==> src/rtl/adc_rdout_pkg.sv <==
package adc_rdout_pkg;

    typedef enum logic [2:0] {
        ST_IDLE,
        ST_SETUP,
        ST_HIGH,
        ST_LOW,
        ST_DONE,
        ST_RECOVER
    } rd_state_e;

    function automatic int unsigned cnt_width(input int unsigned limit);
        return (limit > 1) ? $clog2(limit) : 1;
    endfunction

endpackage

==> src/rtl/adc_interval_timer.sv <==
module adc_interval_timer #(
    parameter int unsigned LEN = 4
) (
    input  logic clk,
    input  logic rst,
    input  logic clear,
    output logic expire
);
    import adc_rdout_pkg::*;

    generate
        if (LEN <= 1) begin : g_single
            // every cycle ends an interval
            assign expire = 1'b1;
        end else begin : g_count
            localparam int unsigned CW = cnt_width(LEN);
            localparam logic [CW-1:0] LAST = CW'(LEN - 1);
            logic [CW-1:0] cnt_q;

            always_ff @(posedge clk) begin
                if (rst || clear) begin
                    cnt_q <= '0;
                end else if (cnt_q == LAST) begin
                    cnt_q <= '0;
                end else begin
                    cnt_q <= cnt_q + 1'b1;
                end
            end

            assign expire = (cnt_q == LAST);
        end
    endgenerate

endmodule

==> src/rtl/adc_pulse_counter.sv <==
module adc_pulse_counter #(
    parameter int unsigned PULSES = 15,
    parameter int unsigned SKIP   = 3,
    parameter int unsigned DATA_W = 12
) (
    input  logic clk,
    input  logic rst,
    input  logic clear,
    input  logic fall,
    output logic capture,
    output logic all_done
);
    import adc_rdout_pkg::*;

    localparam int unsigned CW = cnt_width(PULSES + 1);
    localparam logic [CW-1:0] FIRST_DATA = CW'(SKIP);
    localparam logic [CW-1:0] END_DATA   = CW'(SKIP + DATA_W);
    localparam logic [CW-1:0] TOTAL      = CW'(PULSES);

    generate
        if (PULSES < SKIP + DATA_W) begin : g_bad_cfg
            $error("PULSES too small for lead-in, null and data bits");
        end
    endgenerate

    logic [CW-1:0] done_q;

    always_ff @(posedge clk) begin
        if (rst || clear) begin
            done_q <= '0;
        end else if (fall && done_q != TOTAL) begin
            done_q <= done_q + 1'b1;
        end
    end

    // done_q is the 0-based index of the pulse now ending
    assign capture  = fall && (done_q >= FIRST_DATA) && (done_q < END_DATA);
    assign all_done = (done_q == TOTAL);

endmodule

==> src/rtl/adc_capture_sreg.sv <==
module adc_capture_sreg #(
    parameter int unsigned DATA_W = 12
) (
    input  logic              clk,
    input  logic              rst,
    input  logic              clear,
    input  logic              shift,
    input  logic              bit_in,
    input  logic              publish,
    output logic [DATA_W-1:0] word_o
);
    logic [DATA_W-1:0] shreg_q;
    logic [DATA_W-1:0] word_q;

    always_ff @(posedge clk) begin
        if (rst || clear) begin
            shreg_q <= '0;
        end else if (shift) begin
            shreg_q <= {shreg_q[DATA_W-2:0], bit_in};
        end
    end

    always_ff @(posedge clk) begin
        if (rst) begin
            word_q <= '0;
        end else if (publish) begin
            word_q <= shreg_q;
        end
    end

    assign word_o = word_q;

endmodule

==> src/rtl/adc_rdout_ctrl.sv <==
module adc_rdout_ctrl #(
    parameter int unsigned DATA_W      = 12,
    parameter int unsigned LEAD_CLKS   = 2,
    parameter int unsigned NULL_BITS   = 1,
    parameter int unsigned PULSES      = LEAD_CLKS + NULL_BITS + DATA_W,
    parameter int unsigned HALF_DIV    = 4,
    parameter int unsigned RECOVER_CYC = 6
) (
    input  logic              clk,
    input  logic              rst,
    input  logic              start_i,
    input  logic              sdata_i,
    output logic              cs_n_o,
    output logic              sclk_o,
    output logic              busy_o,
    output logic              valid_o,
    output logic [DATA_W-1:0] result_o
);
    import adc_rdout_pkg::*;

    localparam int unsigned SKIP = LEAD_CLKS + NULL_BITS;

    rd_state_e state_q, state_d;

    logic phase_exp;
    logic gap_exp;
    logic fall_evt;
    logic cap_en;
    logic pulses_done;
    logic frame_begin;
    logic publish;

    // next-state logic
    always_comb begin
        state_d = state_q;
        unique case (state_q)
            ST_IDLE:    if (start_i)   state_d = ST_SETUP;
            ST_SETUP:   if (phase_exp) state_d = ST_HIGH;
            ST_HIGH:    if (phase_exp) state_d = ST_LOW;
            ST_LOW:     if (phase_exp) state_d = pulses_done ? ST_DONE : ST_HIGH;
            ST_DONE:                   state_d = ST_RECOVER;
            ST_RECOVER: if (gap_exp)   state_d = ST_IDLE;
            default:                   state_d = ST_IDLE;
        endcase
    end

    // state register
    always_ff @(posedge clk) begin
        if (rst) begin
            state_q <= ST_IDLE;
        end else begin
            state_q <= state_d;
        end
    end

    // outputs from state
    always_comb begin
        cs_n_o  = 1'b1;
        sclk_o  = 1'b0;
        busy_o  = 1'b0;
        valid_o = 1'b0;
        unique case (state_q)
            ST_IDLE: ;
            ST_SETUP: begin
                cs_n_o = 1'b0;
                busy_o = 1'b1;
            end
            ST_HIGH: begin
                cs_n_o = 1'b0;
                sclk_o = 1'b1;
                busy_o = 1'b1;
            end
            ST_LOW: begin
                cs_n_o = 1'b0;
                busy_o = 1'b1;
            end
            ST_DONE: begin
                busy_o  = 1'b1;
                valid_o = 1'b1;
            end
            ST_RECOVER: ;
            default: ;
        endcase
    end

    assign frame_begin = (state_q == ST_IDLE) && start_i;
    assign fall_evt    = (state_q == ST_HIGH) && phase_exp;
    assign publish     = (state_q == ST_LOW) && phase_exp && pulses_done;

    adc_interval_timer #(
        .LEN(HALF_DIV)
    ) u_phase_tmr (
        .clk   (clk),
        .rst   (rst),
        .clear (state_d != state_q),
        .expire(phase_exp)
    );

    adc_interval_timer #(
        .LEN(RECOVER_CYC)
    ) u_gap_tmr (
        .clk   (clk),
        .rst   (rst),
        .clear (state_q != ST_RECOVER),
        .expire(gap_exp)
    );

    adc_pulse_counter #(
        .PULSES(PULSES),
        .SKIP  (SKIP),
        .DATA_W(DATA_W)
    ) u_pulses (
        .clk     (clk),
        .rst     (rst),
        .clear   (frame_begin),
        .fall    (fall_evt),
        .capture (cap_en),
        .all_done(pulses_done)
    );

    adc_capture_sreg #(
        .DATA_W(DATA_W)
    ) u_capture (
        .clk    (clk),
        .rst    (rst),
        .clear  (frame_begin),
        .shift  (cap_en),
        .bit_in (sdata_i),
        .publish(publish),
        .word_o (result_o)
    );

endmodule

==> config.mk <==
export PLATFORM = sky130hd
export DESIGN_NAME = adc_rdout_ctrl
export DESIGN_NICKNAME = d
export VERILOG_FILES = /design/src/rtl/adc_rdout_pkg.sv /design/src/rtl/adc_interval_timer.sv /design/src/rtl/adc_pulse_counter.sv /design/src/rtl/adc_capture_sreg.sv /design/src/rtl/adc_rdout_ctrl.sv
export SDC_FILE = /design/constraint.sdc
export NUM_CORES = 1
export LEC_CHECK = 0
export ABC_AREA = 1
export CAP_MARGIN = 5
export CELL_PAD_IN_SITES_DETAIL_PLACEMENT = 1
export CELL_PAD_IN_SITES_GLOBAL_PLACEMENT = 1
export CORE_ASPECT_RATIO = 2
export CORE_MARGIN = 5
export CORE_UTILIZATION = 42
export CTS_BUF_LIST = sky130_fd_sc_hd__clkbuf_8 sky130_fd_sc_hd__clkbuf_16
export DETAILED_ROUTE_END_ITERATION = 8
export PLACE_DENSITY_LB_ADDON = 0.05
export SYNTH_ARGS = -nofsm -noshare
export SYNTH_HDL_FRONTEND = slang
export SYNTH_SLANG_ARGS = --single-unit
==> constraint.sdc <==
create_clock -name clk -period 2.6 [get_ports clk]
set_clock_uncertainty 0.1 [all_clocks]
set_input_delay 0.52 -clock clk [delete_from_list [all_inputs] [get_ports clk]]
set_output_delay 0.52 -clock clk [all_outputs]
set_load 0.1 [all_outputs]
# After elaboration in Yosys (flattened, before gate mapping)
# Index checks and enable logic that the tools add are counted.
[totals]
input_bits = 4
word_cells = 48
reg_bits = 36
[op_classes]
n_reduce_logical = 15
addsub = 3
magnitude_cmp = 2
eq_ne = 11
mux = 11
[ops]
columns = ["op", "count"]
rows = [
  ["two-way mux 3 bit", 6],
  ["one-hot mux 3 bit (6 select lines)", 1],
  ["equality test 3 bit (second input constant)", 3],
  ["logical AND 1 bit", 7],
  ["equality test 3 x 2 -> 1 bit (second input constant)", 2],
  ["adder 4 x 1 -> 4 bit (second input constant)", 1],
  ["equality test 4 bit (second input constant)", 1],
  [">= comparator 4 x 2 -> 1 bit (second input constant)", 1],
  ["< comparator 4 bit (second input constant)", 1],
  ["two-way mux 1 bit", 4],
  ["inequality test 4 bit (second input constant)", 1],
  ["OR reduction 2 bit", 2],
  ["OR reduction 4 bit", 1],
  ["adder 3 x 1 -> 3 bit (second input constant)", 1],
  ["equality test 3 x 1 -> 1 bit (second input constant)", 1],
  ["logical NOT 3 bit", 1],
  ["logical OR 1 bit", 3],
  ["inequality test 3 bit", 1],
  ["inequality test 3 bit (second input constant)", 1],
  ["OR reduction 3 bit", 1],
  ["adder 2 x 1 -> 2 bit (second input constant)", 1],
  ["equality test 2 bit (second input constant)", 1],
]

# Longest topological paths before layout
[logic_depth]
word_depth = 7
depth_mapped = 10
ltp_nobuf = 10

# Modules after synthesis
# A second synthesis with hierarchy kept.
[hier_totals]
cells_unflattened = 235
hier_area_um2 = 1640.3
[by_module_without_submodules]
columns = ["mod", "n_inst", "area_each_um2", "cells_each"]
rows = [
  ["adc_capture_sreg", 1, 910.9, 126],
  ["adc_rdout_ctrl", 1, 294.0, 50],
  ["adc_pulse_counter", 1, 219.0, 32],
  ["adc_interval_timer (u_gap_tmr)", 1, 141.4, 18],
  ["adc_interval_timer (u_phase_tmr)", 1, 75.1, 9],
]

# Worst setup path after synthesis
# Ideal clock, no wire load.
[synth_path]
kind = "reg2out"
from = "reg state_q[0]"
to = "out busy_o"
stages_incl_launch_ff = 6
t_arrival_ns = 2.614
slack_ns = -0.634
path_cell_list = "dfxtp_1 > nor2_1 > inv_1 > nor2_1 > inv_1 > nand2_1"
[synth_between]
elab_chain_len = 3
[synth_rtl]
columns = ["element", "line", "source"]
rows = [
  ["start, declared", "adc_rdout_ctrl.sv:23", "rd_state_e state_q, state_d;"],
  ["start signal, assigned", "adc_rdout_ctrl.sv:52", "state_q <= state_d;"],
  ["equality test 3 x 2 -> 1 bit, or another cell as far along", "adc_rdout_ctrl.sv:62", "unique case (state_q)"],
  ["OR reduction 4 bit (no line) (*)", "--", ""],
  ["two-way mux 1 bit (*)", "adc_rdout_ctrl.sv:62", ""],
  ["end, declared", "adc_rdout_ctrl.sv:15", "output logic busy_o,"],
]
# Mark *: on every way between the ends. The rest lies on a longest branch, timed or not.

# Final worst setup path
# Same ends and word-level chain as after synthesis.

==> impl_results.rst <==
.. list-table::
   :header-rows: 1

   * - Metric
     - Value
   * - Result of the run
     - finished clean
   * - Least setup slack across all paths after layout
     - 0.571 ns
   * - Sum of negative setup slack
     - 0 ns
   * - Width of the die
     - 52.6 µm
   * - Synthesized netlist cell count
     - about 200
   * - Most frequently used cell type in the post-synthesis netlist
     - nor2_1
   * - Switching power of the nets
     - roughly 0.25 mW
   * - Number of remaining DRC errors
     - 0
   * - Max H-tree Level
     - 2
   * - Post-route cell area
     - 1790 µm²
   * - Fill cells
     - 473
   * - Number of instances on the worst hold path
     - 1
   * - # port buffers
     - 19
   * - Count of TritonRoute iterations in the first routing pass
     - 3
   * - Clk buf depth
     - 2
   * - Footprint of the multi-input gates
     - between 600 and 700 µm²
   * - Total standard cell area after synthesis
     - about 1500 µm²
   * - Cell breakdown of the critical path
     - nor2_1 -> inv_1 -> nand2_1 -> nand2_2 -> buf_4
   * - Total Die Area
     - roughly 5000 µm²
   * - Pin count of the biggest net entering global routing
     - 17
   * - Cell with the largest stage delay on the worst path
     - dfxtp_1
   * - Depth of the most critical reg-to-reg path
     - 7
   * - Crit path max fanout
     - 6
   * - Count of final max-slew check failures
     - 0
   * - Crit path buf inv count
     - 2
   * - Endpoint arrival time on the critical path
     - approximately 1.4 ns
   * - Category of cells accounting for the largest share of critical-path delay
     - flip-flops
   * - Pin slew with the least headroom to its limit
     - 0.521 ns
   * - Reg clk slew, reported paths
     - 0.07 ns
   * - Final Hold Violating Endpoints
     - 0
   * - Share of post-route cells with drive strength above 1
     - 15.3%
   * - Sequential Area
     - 721 µm²
   * - Antenna Nets Post-Route
     - 0
   * - Post-synthesis cell type count
     - 24
   * - Routed wire length
     - 3410 µm
   * - Quantity of gates resized following cts
     - 0
   * - Core Region
     - 3570 µm²
   * - Routed length per placed instance
     - around 13 µm
   * - Worst reg2reg endpoint
     - u_capture.word_o[9]
   * - IR Drop Worst-Case VDD
     - 299 µV
   * - Dominant cells by area after synthesis
     - dfxtp_1 47%, nor2_1 9.4%, nand2_1 8.4%
   * - Tcrit/Tclk final
     - 78.1%
   * - Cell row count
     - 31
   * - Antenna violations before repair
     - 0
   * - Postcts setup bufs
     - 0
   * - Worst-case register-to-register setup slack
     - roughly 0.58 ns
   * - Relative slew slack
     - 65.1%
   * - Area added between synthesis and finish
     - 17.5%
   * - Critical setup path kind
     - reg2out
   * - Number of global-route vias before repair
     - about 1.4k
   * - Post-synthesis register bit count
     - 36
   * - Fin Hold WS
     - 0.348 ns
   * - Average size of a mapped cell
     - 7.59 µm²
   * - Starting utilization of the core area
     - 42.7%
   * - Worst Hold Class
     - reg2reg
   * - Slowest cell delay on critical path
     - between 0.4 and 0.5 ns
   * - RSZ-0062 raised after global routing
     - false
   * - Share of power burned in registers
     - 54.3%
   * - GP Congestion
     - 0.845
   * - Maximum capacitance violations
     - 0
   * - I/O pins
     - 20
   * - Yosys top cell area share
     - between 40 and 50%
   * - Wire length of the first global-routing pass
     - 5920 µm
   * - Worst slack at placement
     - 0.558 ns
   * - Count of inserted antenna diode cells
     - 0
   * - Post-DP Area
     - approximately 1700 µm²
   * - Post-synthesis async set-or-reset flop share
     - 0%
   * - Number of buffers inserted during clock tree synthesis
     - 5
   * - Hold_sp
     - u_phase_tmr.g_count.cnt_q[0]
   * - Post-synth EDFFs
     - 0
   * - Clk_lat worst skew
     - about 0.28 ns
   * - Worst hold endpoint
     - u_phase_tmr.g_count.cnt_q[0]
   * - Critical path startpoint category
     - flop
   * - Leading cell types by count after synthesis
     - 38 x nor2_1, 36 x dfxtp_1, 34 x nand2_1
   * - Die Y-Extent
     - 95.2 µm
   * - Share of power burned in the clock network
     - 38.7%
   * - Combinational share of power
     - 7.0%
   * - Final HPWL from detailed placement
     - 2720 µm
   * - Largest area contributor in the synthesized netlist
     - dfxtp_1
   * - Finish-stage setup viols
     - 0
   * - Maximum operating frequency
     - roughly 0.49 GHz
   * - Portion of the post-synthesis area used by sequential elements
     - 47.3%
   * - Data required, critical path
     - 1.98 ns
   * - GRT Residual Overflow
     - 0
   * - Detailed-route via count
     - roughly 1.4k
   * - Placed cell count
     - 263
   * - Root Buffer Master
     - clkbuf_8
   * - Cell leakage power
     - 0.724 nW
   * - Final period demand of the worst path
     - 2.03 ns
   * - Main flop type after synthesis
     - dfxtp_1
   * - CTS Hold Bufs
     - 0
   * - GRT Total Usage
     - between 10% and 20%
   * - Critical R2R Launch
     - u_pulses.done_q[0]
   * - Ratio of routed vias to standard cells
     - approximately 5
   * - Total internal power
     - ~0.79 mW
   * - Num Clock Sinks
     - 36
   * - Switching share of power
     - 23.8%
   * - Synth Net Count
     - 210
   * - Total Nets Final
     - 230
   * - Capturing element type of the critical path
     - output pin
   * - DRT iter0 DRCs
     - 15
   * - Cell Pwr Density
     - 576 nW/µm²
   * - Final cell count without fillers
     - 271
   * - Clock tree from TritonCTS
     - built
   * - Yosys synthesis warning count
     - 0
-- flip-flops by register name, indices dropped and copies added, names as in the netlist --
| register | cells |
|---|---|
| state_q | 3 |
| u_capture.word_o | 12 |
| u_pulses.done_q | 4 |
| u_capture.shreg_q | 12 |
| u_phase_tmr.g_count.cnt_q | 2 |
| u_gap_tmr.g_count.cnt_q | 3 |
-- power by group through the flow --
stage / combinational, mW / sequential [mW] / clock, mW
final: 0.0718 / 0.560 / 0.400
after global routing: 0.0801 / 0.561 / 0.433
after CTS: 0.0731 / 0.560 / 0.418
after detailed placement: 0.0730 / 0.573 / 0
after global placement: 0.0709 / 0.573 / 0
after floorplan: 0.0542 / 0.572 / 0
-- placed cells by master (no fill, tap or decap), types with 5 or more instances in the layout --
cell type  netlist  routed
nor2_1          38      37
dfxtp_1         36      36
nand2_1         34      33
nand3_1         20      20
a21oi_1         19      19
buf_4            0      17
inv_1           16      16
o21ai_0         13      13
clkbuf_8         0       6
ha_1             5       5
-- cell families after synthesis --
logic type	count (synthesis)	synth area share [%]
adder cells (fa/ha/maj)	5	4.10
flip-flops	36	47.3
buffers and inverters	26	8.61
AND/OR/NAND/NOR	99	28.0
AO/OA/AOI/OAI	34	11.5
XOR/XNOR	1	0.574
-- metrics by stage --
| stage | utilization [%] | power (mW) |
|---|---|---|
| final | 50.2 | 1.03 |
| after global routing | 50.2 | 1.07 |
| after CTS | 50.2 | 1.05 |
| after detailed placement | 47.6 | 0.646 |
| after global placement | 47.6 | 0.644 |
| after floorplan | - | 0.626 |
-- per-layer routing --
layer	wire, µm	global-route usage, %
met1	1190	14.0
met2	2030	30.9
met4	72	7.46
met5	0	0
met3	109	3.44
-- final cells by class --
type | instances | share of cell area (%)
multi-input cells | 139 | 38.1
flip-flops and latches | 36 | 40.2
inverters | 19 | 4.26
well taps | 49 | 3.42
clock inverters | 2 | 0.559
clock buffers | 6 | 4.61
repair buffers | 20 | 8.80
-- how the worst max path moves through the flow --
stage                       startpoint                  end  slack [ns]  cells after the start
floorplan                   state_q[0]               busy_o        0.15                      4
global placement               start_i   u_pulses.done_q[2]        0.64                      7
detailed placement  u_pulses.done_q[0]  u_capture.word_o[3]        0.56                      7
CTS                 u_pulses.done_q[0]  u_capture.word_o[3]        0.53                      7
global route        u_pulses.done_q[0]  u_capture.word_o[7]        0.26                      7
finish                      state_q[0]               busy_o        0.57                      5
(Power assumes the default switching activity.)
